### config.mk
export PLATFORM = sky130hd
export DESIGN_NAME = cfg_access_engine
export DESIGN_NICKNAME = d
export VERILOG_FILES = /design/src/rtl/cae_pkg.sv /design/src/rtl/cae_fsm.sv /design/src/rtl/cae_regs.sv /design/src/rtl/cfg_access_engine.sv
export SDC_FILE = /design/constraint.sdc
export NUM_CORES = 1
export LEC_CHECK = 0
export ABC_AREA = 0
export BUFFER_PORTS_ARGS = -buffer_cell sky130_fd_sc_hd__buf_2
export CAP_MARGIN = 20
export CELL_PAD_IN_SITES_DETAIL_PLACEMENT = 0
export CELL_PAD_IN_SITES_GLOBAL_PLACEMENT = 1
export CORE_ASPECT_RATIO = 1.4
export CORE_MARGIN = 3
export CORE_UTILIZATION = 39
export CTS_CLUSTER_DIAMETER = 150
export CTS_CLUSTER_SIZE = 8
export DETAILED_ROUTE_END_ITERATION = 8
export HOLD_SLACK_MARGIN = 0.06
export PLACE_DENSITY_LB_ADDON = 0.1
export SYNTH_ARGS = -nofsm -noshare
export SYNTH_HDL_FRONTEND = slang
export SYNTH_SLANG_ARGS = --single-unit
export TNS_END_PERCENT = 10
### constraint.sdc
create_clock -name clk -period 2.95 [get_ports clk]
set_clock_uncertainty 0.15 [all_clocks]
set_input_delay 0.1475 -clock clk [delete_from_list [all_inputs] [get_ports clk]]
set_output_delay 0.1475 -clock clk [all_outputs]
set_load 0.05 [all_outputs]
### src/rtl/cae_pkg.sv
package cae_pkg;
    typedef enum logic [1:0] {
        ST_IDLE = 2'd0,
        ST_REQ  = 2'd1,
        ST_WAIT = 2'd2
    } cae_state_t;

    localparam int IDX_KIND  = 0;
    localparam int IDX_STAT  = 1;
    localparam int IDX_ALO   = 2;
    localparam int IDX_AHI   = 3;
    localparam int IDX_WDAT  = 4;
    localparam int IDX_STRB  = 5;
    localparam int IDX_RDAT  = 6;
    localparam int IDX_GO    = 7;
    localparam int IDX_DONE  = 8;

    localparam logic [2:0] CODE_OK = 3'd0;
    localparam logic [2:0] CODE_UR = 3'd1;
endpackage

### src/rtl/cae_fsm.sv
module cae_fsm
    import cae_pkg::*;
(
    input  logic clk,
    input  logic rst_n,
    input  logic go_req,
    input  logic kind_ok,
    input  logic req_ready,
    input  logic cpl_valid,
    output logic busy,
    output logic req_valid,
    output logic finish,
    output logic reject
);
    cae_state_t state_q, state_d;

    always_comb begin
        state_d = state_q;
        unique case (state_q)
            ST_IDLE: if (go_req && kind_ok) state_d = ST_REQ;
            ST_REQ:  if (req_ready)         state_d = ST_WAIT;
            ST_WAIT: if (cpl_valid)         state_d = ST_IDLE;
            default:                        state_d = ST_IDLE;
        endcase
    end

    always_ff @(posedge clk) begin
        if (!rst_n) state_q <= ST_IDLE;
        else        state_q <= state_d;
    end

    always_comb begin
        busy      = (state_q != ST_IDLE);
        req_valid = (state_q == ST_REQ);
        reject    = (state_q == ST_IDLE) && go_req && !kind_ok;
        finish    = reject || ((state_q == ST_WAIT) && cpl_valid);
    end

    assert_hold_valid_R8: assert property (@(posedge clk) disable iff (!rst_n)
        (req_valid && !req_ready) |=> req_valid);

    assert_launch_next_R2: assert property (@(posedge clk) disable iff (!rst_n)
        (state_q == ST_IDLE && go_req && kind_ok) |=> req_valid);

    assert_wait_until_cpl_R7: assert property (@(posedge clk) disable iff (!rst_n)
        (state_q == ST_WAIT && !cpl_valid) |=> busy && !req_valid);
endmodule

### src/rtl/cae_regs.sv
module cae_regs
    import cae_pkg::*;
#(
    parameter int DATA_W = 32,
    parameter int REG_AW = 4,
    localparam int STRB_W = DATA_W / 8
) (
    input  logic              clk,
    input  logic              rst_n,
    input  logic              wr_en,
    input  logic [REG_AW-1:0] addr,
    input  logic [DATA_W-1:0] wdata,
    output logic [DATA_W-1:0] rdata,
    input  logic              busy,
    input  logic              finish,
    input  logic              reject,
    input  logic [2:0]        cpl_status,
    input  logic [DATA_W-1:0] cpl_data,
    output logic              go_req,
    output logic [3:0]        kind_q,
    output logic [DATA_W-1:0] alo_q,
    output logic [DATA_W-1:0] ahi_q,
    output logic [DATA_W-1:0] wdat_q,
    output logic [STRB_W-1:0] strb_q
);
    logic [DATA_W-1:0] rd_q;
    logic [2:0]        code_q;
    logic              np_q;
    logic              done_q;
    logic              open_wr;

    function automatic logic hit(input logic [REG_AW-1:0] a, input int idx);
        return a == REG_AW'(idx);
    endfunction

    assign open_wr = wr_en && !busy;
    assign go_req  = open_wr && hit(addr, IDX_GO) && wdata[0];

    always_ff @(posedge clk) begin
        if (!rst_n) begin
            kind_q <= '0; alo_q <= '0; ahi_q <= '0; wdat_q <= '0; strb_q <= '0;
        end else if (open_wr) begin
            if (hit(addr, IDX_KIND)) kind_q <= wdata[3:0];
            if (hit(addr, IDX_ALO))  alo_q  <= wdata;
            if (hit(addr, IDX_AHI))  ahi_q  <= wdata;
            if (hit(addr, IDX_WDAT)) wdat_q <= wdata;
            if (hit(addr, IDX_STRB)) strb_q <= wdata[STRB_W-1:0];
        end
    end

    always_ff @(posedge clk) begin
        if (!rst_n) begin
            rd_q <= '0; code_q <= '0; np_q <= 1'b0; done_q <= 1'b0;
        end else begin
            if (finish) begin
                code_q <= reject ? CODE_UR : cpl_status;
                np_q   <= !reject;
                if (reject || cpl_status != CODE_OK) rd_q <= '1;
                else if (!kind_q[1])                 rd_q <= cpl_data;
            end
            if (finish)                                          done_q <= 1'b1;
            else if (wr_en && hit(addr, IDX_DONE) && wdata[0])   done_q <= 1'b0;
        end
    end

    always_comb begin
        rdata = '0;
        case (addr)
            REG_AW'(IDX_KIND): rdata[3:0] = kind_q;
            REG_AW'(IDX_STAT): begin rdata[9:7] = code_q; rdata[0] = np_q; end
            REG_AW'(IDX_ALO):  rdata = alo_q;
            REG_AW'(IDX_AHI):  rdata = ahi_q;
            REG_AW'(IDX_WDAT): rdata = wdat_q;
            REG_AW'(IDX_STRB): rdata[STRB_W-1:0] = strb_q;
            REG_AW'(IDX_RDAT): rdata = rd_q;
            REG_AW'(IDX_GO):   rdata[0] = busy;
            REG_AW'(IDX_DONE): rdata[0] = done_q;
            default:           rdata = '0;
        endcase
    end

    assert_done_set_R3: assert property (@(posedge clk) disable iff (!rst_n)
        finish |=> done_q);

    assert_err_ones_R5: assert property (@(posedge clk) disable iff (!rst_n)
        (finish && (reject || cpl_status != CODE_OK)) |=> (rd_q == '1));

    assert_reject_code_R1: assert property (@(posedge clk) disable iff (!rst_n)
        (finish && reject) |=> (code_q == CODE_UR && !np_q));

    assert_busy_locks_R7: assert property (@(posedge clk) disable iff (!rst_n)
        busy |=> $stable(alo_q) && $stable(kind_q) && $stable(strb_q));

    assert_idle_no_change_R8: assert property (@(posedge clk) disable iff (!rst_n)
        !finish |=> $stable(rd_q) && $stable(code_q));
endmodule

### src/rtl/cfg_access_engine.sv
module cfg_access_engine
    import cae_pkg::*;
#(
    parameter int DATA_W = 32,
    parameter int REG_AW = 4,
    localparam int STRB_W = DATA_W / 8
) (
    input  logic                clk,
    input  logic                rst_n,
    input  logic                reg_wr_en,
    input  logic [REG_AW-1:0]   reg_addr,
    input  logic [DATA_W-1:0]   reg_wdata,
    output logic [DATA_W-1:0]   reg_rdata,
    output logic                req_valid,
    input  logic                req_ready,
    output logic [3:0]          req_kind,
    output logic [2*DATA_W-1:0] req_addr,
    output logic [DATA_W-1:0]   req_wdata,
    output logic [STRB_W-1:0]   req_strb,
    input  logic                cpl_valid,
    input  logic [2:0]          cpl_status,
    input  logic [DATA_W-1:0]   cpl_data
);
    logic busy, finish, reject, go_req, kind_ok;
    logic [3:0]        kind_q;
    logic [DATA_W-1:0] alo_q, ahi_q, wdat_q;
    logic [STRB_W-1:0] strb_q;

    assign kind_ok = (kind_q[3:2] == 2'b10);

    cae_fsm u_fsm (
        .clk(clk), .rst_n(rst_n), .go_req(go_req), .kind_ok(kind_ok),
        .req_ready(req_ready), .cpl_valid(cpl_valid), .busy(busy),
        .req_valid(req_valid), .finish(finish), .reject(reject)
    );

    cae_regs #(.DATA_W(DATA_W), .REG_AW(REG_AW)) u_regs (
        .clk(clk), .rst_n(rst_n), .wr_en(reg_wr_en), .addr(reg_addr),
        .wdata(reg_wdata), .rdata(reg_rdata), .busy(busy), .finish(finish),
        .reject(reject), .cpl_status(cpl_status), .cpl_data(cpl_data),
        .go_req(go_req), .kind_q(kind_q), .alo_q(alo_q), .ahi_q(ahi_q),
        .wdat_q(wdat_q), .strb_q(strb_q)
    );

    assign req_kind = kind_q;
    assign req_addr = {ahi_q, alo_q};
    assign req_strb = strb_q;

    for (genvar b = 0; b < STRB_W; b++) begin : g_merge
        assign req_wdata[8*b +: 8] = strb_q[b] ? wdat_q[8*b +: 8] : 8'h00;
    end

    assert_payload_stable_R6: assert property (@(posedge clk) disable iff (!rst_n)
        (req_valid && !req_ready) |=> $stable(req_addr) && $stable(req_wdata) && $stable(req_kind));

    assert_reject_no_req_R1: assert property (@(posedge clk) disable iff (!rst_n)
        (finish && !busy) |=> !req_valid);
endmodule

==> impl_metrics.json <==
{
  "worst-r2r-cell-count": 6,
  "slowest_delay_ns": 0.55,
  "slowest_stage": "nand2_1",
  "r2r-end": "u_regs.ahi_q[14]$_SDFFE_PN0P_",
  "core_um2": 15740,
  "clk_pin_slew_worst_paths_ns": 0.06,
  "grt_overflow": 0,
  "cp.depth": 8,
  "synth_area_leader_cell": "dfxtp_1",
  "cts_buffers": 17,
  "rsz0062_at_grt": "false",
  "met2_usage_pct": 43.67,
  "critPathMaxFanout": 19,
  "slew_viol_final": 0,
  "final_common_cell": "nand2_1",
  "drive_above_1_share_pct": 26.62,
  "grt_pass1_vias": 6353,
  "routedWlPerCell_um": 19.05,
  "cp-end-kind": "register",
  "routed_wl_um": 22840,
  "nets": 1068,
  "syn_area_um2": 6327,
  "power_leakage_nw": 3.810,
  "cts_tree": "yes",
  "fin_crit_ns": 2.229,
  "crit_path_end": "u_regs.ahi_q[14]$_SDFFE_PN0P_",
  "syn_inst": 735,
  "rrSetupSlack_ns": 0.73,
  "fin_hold_ws_ns": 0.08790,
  "yosysUniqueCellTypes": 39,
  "viasPerCell": 5.396,
  "synthArstFlopShare_pct": 0,
  "multi_input_area_um2": 3194,
  "cap_violations": 0,
  "die_x_um": 113.7,
  "synth_nets": 811,
  "gp_congestion": 0.8399,
  "antenna_left": 0,
  "antenna_found_initial": 0,
  "final-seq-area_um2": 2863,
  "syn2layout_area_growth_pct": 39.85,
  "clock_path_buffers": 2,
  "cp_num_buf_inv": 4,
  "irDropWorstVdd_v": 0.0002542,
  "synth_area_leaders": "dfxtp_1 (45%), nand2_1 (14%), a22oi_1 (7.9%)",
  "dieHeight_um": 156.7,
  "postCtsHoldBufs": 71,
  "whs_path_depth": 3,
  "use_met3_pct": 4.371,
  "syn-mean-instance-area_um2": 8.609,
  "clk_latency_ns": 0.42,
  "place_hpwl_um": 15160,
  "drc_errors": 0,
  "status": "finished clean",
  "post_cts_buffers": 0,
  "fin_tns_setup_ns": 0,
  "ys_ff_latch": 143,
  "synth_top_area_share_pct": 45.24,
  "fin_crit_sh_pct": 75.55,
  "holdCritPathClass": "in2reg",
  "fmax_ghz": 0.4487,
  "clock_sinks": 143,
  "ys_seq_area_share_pct": 45.24,
  "use_met1_pct": 30.95,
  "hold_violations": 0,
  "critical-path-top-delay-family": "buffers and inverters",
  "cp_cell_sequence": "dlygate4sd3_1, buf_2, nor3b_1, buf_4, nand2_1, buf_4, nand2_1, a21boi_0",
  "final_cell_mix": "nand2_1 (230), buf_2 (211), dfxtp_1 (143)",
  "start_util_pct": 40.19,
  "grt_start_max_net_pins": 81,
  "grt_pass1_wl_um": 35120,
  "vias": 6470,
  "synth_edf_count": 0,
  "port_buffers": 212,
  "crit_required_ns": 3.13,
  "drtPass1Iterations": 5,
  "fillers": 1486,
  "cellPowerDensity_nw_per_um2": 498.4,
  "h-tree-depth": 4,
  "setup_viol": 0,
  "reg2reg_from": "u_fsm.state_q[0]$_SDFFE_PN0P_",
  "diodes": 0,
  "ys_warn_count": 0,
  "grt_busiest_layer": "met2",
  "crit_arrival_ns": 2.41,
  "rows": 54,
  "cts_root_buf": "clkbuf_16",
  "path_class": "in2reg",
  "cts_resized": 0,
  "dr.first_iter.drc_count": 379,
  "ys.flop_type": "dfxtp_1",
  "tightest_slew_ns": 0.8098,
  "io_pins": 213,
  "critPathLaunchType": "primary input",
  "slew_headroom_pct": 45.56,
  "globalRouteTotalUtil_pct": 25.23,
  "startpoint": "reg_wr_en",
  "die_area_um2": 17810
}
==> final cells by class <==
class | instances | area share, %
Sequential cell | 143 | 32.35
Timing Repair Buffer | 302 | 22.45
Inverter | 1 | 0.04242
Clock buffer | 23 | 5.288
Multi-Input combinational cell | 527 | 36.10
Tap cell | 196 | 2.771
Clock inverter | 7 | 0.9898
==> registers in the layout (all words and copies together) (netlist names) <==
name and cells:
u_regs.np_q 1, u_regs.wdat_q 32, u_regs.done_q 1, u_regs.code_q 3, u_regs.rd_q 32, u_regs.ahi_q 32
u_regs.kind_q 4, u_regs.alo_q 32, u_regs.strb_q 4, u_fsm.state_q 2
==> cells in the mapped netlist (2+ instances only) <==
master	number
buf_6	4
o221a_1	30
nand4b_1	2
nand3_1	12
a22oi_1	67
nor3b_1	3
and2_0	3
buf_4	3
a21boi_1	63
nand2_1	230
and2_1	32
a21boi_0	36
o21ai_0	4
clkbuf_1	45
nor4bb_1	3
nor2b_1	7
nor2_1	6
buf_2	12
a222oi_1	4
o221a_2	3
nor4b_4	2
nand3b_1	3
dfxtp_1	143
a21oi_1	3
==> cells by family after synthesis <==
family,Yosys count,share of synthesized area [%]
buffers and inverters,65,4.746
AOI/OAI and AO/OA,214,27.27
DFF,143,45.24
and+or+nand+nor,313,22.74
==> where the power goes <==
| group | total, mW | internal, mW | switching, mW |
|---|---|---|---|
| combinational | 0.376 | 0.167 | 0.209 |
| sequential | 1.98 | 1.96 | 0.0206 |
| clock | 2.06 | 1.27 | 0.784 |
| total | 4.41 | 3.40 | 1.01 |
==> layer usage <==
metal	vias up	part of all wire, %
met4	0	2.3
met1	3071	40
met2	273	51
met3	40	6.6
met5	-	0
li1	3086	-
==> worst min-delay path: stages <==
cell,delay (ns)
buf_2,0.12
nand3b_1,0.16
o221a_2,0.20
==> per-stage QoR <==
stage / cells / setup slack [ns] / utilization (%) / power, mW / cell area [um2]
finish: 1199 / 0.7212 / 56.21 / 4.410 / 8848
global placement: 1097 / 0.4417 / 47.99 / 2.318 / 7555
CTS: 1199 / 0.7381 / 56.21 / 4.437 / 8848
global route: 1199 / 0.5390 / 56.21 / 4.554 / 8848
detailed placement: 1098 / 0.6693 / 48.16 / 2.323 / 7582
floorplan: 735 / 1.038 / - / 2.182 / 6327
==> how the worst min path moves through the flow <==
| stage | from | end | slack (ns) |
|---|---|---|---|
| final | cpl_valid | u_regs.code_q[0]$_SDFFE_PN0P_ | 0.09 |
| after global routing | cpl_valid | u_regs.code_q[0]$_SDFFE_PN0P_ | 0.09 |
| after CTS | cpl_valid | u_regs.code_q[1]$_SDFFE_PN0P_ | 0.06 |
| after detailed placement | reg_wdata[30] | u_regs.wdat_q[30]$_SDFFE_PN0P_ | 0.26 |
| after global placement | cpl_data[2] | u_regs.rd_q[2]$_SDFFE_PN0P_ | 0.26 |
| after floorplan | cpl_status[1] | u_regs.code_q[1]$_SDFFE_PN0P_ | 0.13 |
(Power assumes the default switching activity.)
